### config.mk
export PLATFORM = sky130hd
export DESIGN_NAME = pll_commit_unit
export DESIGN_NICKNAME = d
export VERILOG_FILES = /design/src/rtl/pll_commit_pkg.sv /design/src/rtl/pll_feed_seq.sv /design/src/rtl/pll_shadow_regs.sv /design/src/rtl/pll_clk_select.sv /design/src/rtl/pll_commit_unit.sv
export SDC_FILE = /design/constraint.sdc
export NUM_CORES = 1
export LEC_CHECK = 0
export ABC_AREA = 0
export ABC_CLOCK_PERIOD_IN_PS = 2050
export BUFFER_PORTS_ARGS = -buffer_cell sky130_fd_sc_hd__buf_4
export CAP_MARGIN = 20
export CELL_PAD_IN_SITES_DETAIL_PLACEMENT = 1
export CELL_PAD_IN_SITES_GLOBAL_PLACEMENT = 1
export CORE_MARGIN = 2
export CORE_UTILIZATION = 25
export DETAILED_ROUTE_END_ITERATION = 6
export GPL_TIMING_DRIVEN = 0
export PLACE_DENSITY = 0.6
export SLEW_MARGIN = 20
export SYNTH_ARGS = -nofsm -noshare
export SYNTH_HDL_FRONTEND = slang
export SYNTH_SLANG_ARGS = --single-unit
### constraint.sdc
create_clock -name clk_i -period 2.05 [get_ports clk_i]
set_clock_uncertainty 0.2 [all_clocks]
set_input_delay 0.41 -clock clk_i [delete_from_list [all_inputs] [get_ports clk_i]]
set_output_delay 0.41 -clock clk_i [all_outputs]
set_load 0.01 [all_outputs]
### src/rtl/pll_commit_pkg.sv
package pll_commit_pkg;
  localparam int ADDR_W = 2;
  localparam int DATA_W = 8;

  typedef enum logic [ADDR_W-1:0] {
    REG_CTRL = 2'd0,
    REG_CFG  = 2'd1,
    REG_FEED = 2'd2,
    REG_STAT = 2'd3
  } reg_addr_e;

  localparam logic [DATA_W-1:0] FEED_KEY_A = 8'hAA;
  localparam logic [DATA_W-1:0] FEED_KEY_B = 8'h55;

  localparam int EN_BIT  = 0;
  localparam int CON_BIT = 1;
endpackage

### src/rtl/pll_feed_seq.sv
module pll_feed_seq
  import pll_commit_pkg::*;
(
  input  logic              clk_i,
  input  logic              rst_ni,
  input  logic              req_i,
  input  logic              we_i,
  input  logic [ADDR_W-1:0] addr_i,
  input  logic [DATA_W-1:0] wdata_i,
  output logic              commit_o
);
  logic feed_wr, armed_q, armed_d;

  assign feed_wr = req_i && we_i && (addr_i == REG_FEED);

  // any access re-evaluates the arm state; idle cycles keep it
  always_comb begin
    armed_d = armed_q;
    if (req_i) armed_d = feed_wr && (wdata_i == FEED_KEY_A);
  end

  always_ff @(posedge clk_i or negedge rst_ni) begin
    if (!rst_ni) armed_q <= 1'b0;
    else         armed_q <= armed_d;
  end

  assign commit_o = armed_q && feed_wr && (wdata_i == FEED_KEY_B);

  p_key_second_r3: assert property (@(posedge clk_i) disable iff (!rst_ni)
    commit_o |-> (wdata_i == FEED_KEY_B) && we_i && (addr_i == REG_FEED));

  p_no_commit_after_read_r4: assert property (@(posedge clk_i) disable iff (!rst_ni)
    (req_i && !we_i) |=> !commit_o);
endmodule

### src/rtl/pll_shadow_regs.sv
module pll_shadow_regs
  import pll_commit_pkg::*;
#(
  parameter int MUL_W = 5,
  parameter int DIV_W = 2
) (
  input  logic              clk_i,
  input  logic              rst_ni,
  input  logic              wr_ctrl_i,
  input  logic              wr_cfg_i,
  input  logic [DATA_W-1:0] wdata_i,
  input  logic              commit_i,
  output logic              en_o,
  output logic              con_o,
  output logic [MUL_W-1:0]  mul_o,
  output logic [DIV_W-1:0]  div_o
);
  logic             sh_en_q, sh_con_q;
  logic [MUL_W-1:0] sh_mul_q;
  logic [DIV_W-1:0] sh_div_q;

  always_ff @(posedge clk_i or negedge rst_ni) begin
    if (!rst_ni) begin
      sh_en_q  <= 1'b0;
      sh_con_q <= 1'b0;
      sh_mul_q <= '0;
      sh_div_q <= '0;
    end else begin
      if (wr_ctrl_i) begin
        sh_en_q  <= wdata_i[EN_BIT];
        sh_con_q <= wdata_i[CON_BIT];
      end
      if (wr_cfg_i) begin
        sh_mul_q <= wdata_i[MUL_W-1:0];
        sh_div_q <= wdata_i[MUL_W +: DIV_W];
      end
    end
  end

  always_ff @(posedge clk_i or negedge rst_ni) begin
    if (!rst_ni) begin
      en_o  <= 1'b0;
      con_o <= 1'b0;
      mul_o <= '0;
      div_o <= '0;
    end else if (commit_i) begin
      en_o  <= sh_en_q;
      con_o <= sh_con_q;
      mul_o <= sh_mul_q;
      div_o <= sh_div_q;
    end
  end

  p_hold_without_commit_r2: assert property (@(posedge clk_i) disable iff (!rst_ni)
    !commit_i |=> $stable({en_o, con_o, mul_o, div_o}));
endmodule

### src/rtl/pll_clk_select.sv
module pll_clk_select (
  input  logic clk_i,
  input  logic rst_ni,
  input  logic en_i,
  input  logic con_i,
  input  logic commit_i,
  output logic sel_o
);
  // registered on committed state; lock deliberately not an input
  always_ff @(posedge clk_i or negedge rst_ni) begin
    if (!rst_ni) sel_o <= 1'b0;
    else         sel_o <= en_i && con_i;
  end

  p_sel_only_after_commit_r7: assert property (@(posedge clk_i) disable iff (!rst_ni)
    (sel_o != $past(sel_o)) |-> $past(commit_i, 2));

  p_sel_needs_enable_r6: assert property (@(posedge clk_i) disable iff (!rst_ni)
    sel_o |-> $past(en_i));
endmodule

### src/rtl/pll_commit_unit.sv
module pll_commit_unit
  import pll_commit_pkg::*;
#(
  parameter int MUL_W = 5,
  parameter int DIV_W = 2,
  parameter int RD_W  = 16
) (
  input  logic              clk_i,
  input  logic              rst_ni,
  input  logic              req_i,
  input  logic              we_i,
  input  logic [ADDR_W-1:0] addr_i,
  input  logic [DATA_W-1:0] wdata_i,
  output logic [RD_W-1:0]   rdata_o,
  input  logic              lock_i,
  output logic              pll_en_o,
  output logic [MUL_W-1:0]  pll_mul_o,
  output logic [DIV_W-1:0]  pll_div_o,
  output logic              clk_sel_o
);
  localparam int STAT_W = 3 + MUL_W + DIV_W;

  logic commit, act_con;
  logic wr_ctrl, wr_cfg;

  assign wr_ctrl = req_i && we_i && (addr_i == REG_CTRL);
  assign wr_cfg  = req_i && we_i && (addr_i == REG_CFG);

  pll_feed_seq i_feed (
    .clk_i, .rst_ni, .req_i, .we_i, .addr_i, .wdata_i,
    .commit_o (commit)
  );

  pll_shadow_regs #(.MUL_W(MUL_W), .DIV_W(DIV_W)) i_regs (
    .clk_i, .rst_ni,
    .wr_ctrl_i (wr_ctrl),
    .wr_cfg_i  (wr_cfg),
    .wdata_i,
    .commit_i  (commit),
    .en_o      (pll_en_o),
    .con_o     (act_con),
    .mul_o     (pll_mul_o),
    .div_o     (pll_div_o)
  );

  pll_clk_select i_sel (
    .clk_i, .rst_ni,
    .en_i     (pll_en_o),
    .con_i    (act_con),
    .commit_i (commit),
    .sel_o    (clk_sel_o)
  );

  always_comb begin
    rdata_o = '0;
    unique case (addr_i)
      REG_CTRL: rdata_o = RD_W'({act_con, pll_en_o});
      REG_CFG:  rdata_o = RD_W'({pll_div_o, pll_mul_o});
      REG_STAT: rdata_o = RD_W'({lock_i, pll_div_o, pll_mul_o, act_con, pll_en_o});
      default:  rdata_o = '0;
    endcase
  end

  p_ctrl_reserved_zero_r9: assert property (@(posedge clk_i) disable iff (!rst_ni)
    (addr_i == REG_CTRL) |-> (rdata_o[RD_W-1:2] == '0));

  p_status_fits_r9: assert property (@(posedge clk_i) disable iff (!rst_ni)
    (addr_i == REG_STAT) |-> (rdata_o >> STAT_W) == '0);
endmodule

==> flow_summary.yaml <==
yosys:
  synthCells: 79
  synthTopCellsByCount: "20 x dfrtp_1, 20 x mux2_2, 6 x buf_4"
  synth.top_cell.area_share: 0.491
  synth_seq_cells: 20
  ys_seq_area_frac: 0.491
  post_synth.cell_area_avg_sq_um: 12.9
  yosysTopAreaCell: "dfrtp_1"
  synth-async-reset-ratio: 1.00
  synthFlopType: "dfrtp_1"
  ys.warnings.count: 0
  ys_types: 22
  ys_top_cells_by_area: "dfrtp_1 49%, mux2_2 22%, mux2i_1 4.9%"
  synth_edf_count: 0
  syn-cell-area_sq_um: 1020
clock_tree:
  cts_buffers: 3
  cts_tree: "yes"
  clkLatencyLatePin_ns: 0.25
  clock-sinks: 20
  post_cts_buffers: 0
  cts-htree-levels: 1
  cts_buffer_depth: 2
  cts_root_buffer: "clkbuf_8"
  cts.reportedPaths.clkPinSlew_ns: 0.08
cells_and_area:
  drive_gt1_frac: 0.549
  antenna_cells: 0
  fillers: 440
  synthToLayoutAreaGrowth_pct: 38.8
  fin_area_sq_um: 1420
  final_cells: 172
  nNetsFinal: 138
power_and_ir_drop:
  power_per_cell_area_nw_per_um2: 607
  leakagePower_nw: 0.715
  ir_drop_mv: 0.334
  power.total_uw: 859
critical_path:
  slowest_stage: "dfrtp_1"
  crit_buf_inv: 1
  path_delay_family: "flip-flops"
  end_kind: "primary output"
  crit_chain: "mux2_2, a22o_1, buf_4"
  crit_type: "reg -> out"
  startpoint_type: "flop"
  required_ns: 1.44
  critPathArrivalTime_ns: 1.32
  path_max_fanout: 5
  slowest_delay_ns: 0.42
detailed_routing:
  first_pass_iters: 3
  via_per_inst: 4.36
  ant_nets: 0
  drt_iter0_drc: 10
  num_vias: 750
  avgRoutedWirePerCell_um: 13.2
  post-route-drc-count: 0
  drt_wl_total_mm: 2.27
floorplan:
  rows: 23
  die_w_um: 67.9
  die_height_um: 67.9
  die_area_sq_um: 4610
  ios: 40
  start_util: 0.257
  core-area_sq_um: 3970
placed_design:
  pre_cts_ws_ns: -0.150
  gp_congestion: 0.711
  portBuffers: 33
  dp_hpwl_mm: 1.81
  placed_cell_area_sq_um: 1350
  dp.cells: 167
sta:
  period_share: 0.944
  worst_slack_ns: 0.116
  setup_tns_ns: 0
  rsz0062_at_grt: "false"
  max_slew.worst_pin.slew_ns: 0.664
  fin_crit_ns: 1.93
  max_freq_mhz: 517
  slew_headroom: 0.554
  slew_violations: 0
  hold_viol: 0
  setup_viol: 0
global_route:
  grt_antenna_before_repair: 0
  grt_overflow: 0
  grt.total_usage: 0.109
  grt_max_degree: 21
  grt_pass1_vias: 768
  grt_pass1_wl_mm: 3.72
outcome:
  status: "complete, no violations"
flow_run:
  drv_cap: 0
worst_hold_path:
  min_path_type: "in -> reg"
placed cells by master (no fill, tap or decap), types with 2 or more instances in the layout:
master / n
buf_4: 39
mux2_2: 20
dfrtp_1: 20
conb_1: 6
mux2i_1: 5
nor2b_1: 5
clkbuf_8: 4
and3_1: 3
nand2_1: 3
a22o_1: 2
nand4b_1: 2
metrics by stage:
step	utilization	hold WS (ns)
3_3_place_gp	0.340	0.102
4_1_cts	0.356	0.165
3_5_place_dp	0.340	0.105
6_report	0.356	0.170
5_1_grt	0.356	0.161
2_1_floorplan	-	-0.0856
repair_timing:
item / CTS / global route
gates resized for setup: 1 / 0
hold buffers: 1 / 0
hold endpoints to repair: 20 / 0
endpoints found under the setup margin: 7 / 0
worst register-to-register path: stages (launching register included):
cell,delay [ns]
dfrtp_1,0.35
nand2_1,0.08
nor4_4,0.64
mux2_2,0.41
power breakdown:
group | internal [mW] | total [mW] | switching [mW]
Sequential | 0.433 | 0.452 | 0.0189
Clock | 0.171 | 0.294 | 0.124
Combinational | 0.0667 | 0.113 | 0.0461
area by class of cell:
cell class              count  area [sq um]  area share
flip-flops and latches     20           500       0.354
multi-input cells          55           482       0.340
repair buffers             34           258       0.182
well taps                  50          62.6      0.0442
clock buffers               4          55.1      0.0389
plain buffers               8          53.8      0.0380
inverters                   1          3.75     0.00265
registers in the layout (all words and copies together), names as in the netlist, 2 cells and up:
name and flops:
i_regs.div_o 2, i_regs.mul_o 5, i_regs.sh_mul_q 5, i_regs.sh_div_q 2
path summary, 6_finish.rpt:
kind | slack [ns] | depth (start not counted) | endpoint | from
min | 0.17 | 2 | i_feed.armed_q$_DFFE_PN0P_ | req_i
max in group asynchronous | 1.07 | 2 | i_regs.mul_o[3]$_DFFE_PN0P_ | rst_ni
min reg2reg | 0.31 | 1 | i_regs.sh_div_q[0]$_DFFE_PN0P_ | i_regs.sh_div_q[0]$_DFFE_PN0P_
min in group asynchronous | 0.37 | 2 | i_regs.sh_con_q$_DFFE_PN0P_ | rst_ni
max reg2reg | 0.25 | 3 | i_regs.mul_o[2]$_DFFE_PN0P_ | i_feed.armed_q$_DFFE_PN0P_
max | 0.12 | 3 | rdata_o[0] | i_regs.en_o$_DFFE_PN0P_
kinds of logic (layout without fill, tap and decap cells):
| kind of cell | count (synthesis) | after routing | share of synthesized area |
|---|---|---|---|
| muxes | 25 | 25 | 0.270 |
| and+or+nand+nor | 21 | 21 | 0.157 |
| DFF | 20 | 20 | 0.491 |
| buffers and inverters | 9 | 47 | 0.0552 |
| AOI/OAI and AO/OA | 3 | 3 | 0.0233 |
| other | 1 | 6 | 0.00368 |
metal layers:
metal / track usage / part of all wire
met5: 0 / 0
met4: 0.0450 / 0.0097
met1: 0.141 / 0.44
met2: 0.184 / 0.50
met3: 0.0148 / 0.047
(Power assumes the default switching activity.)
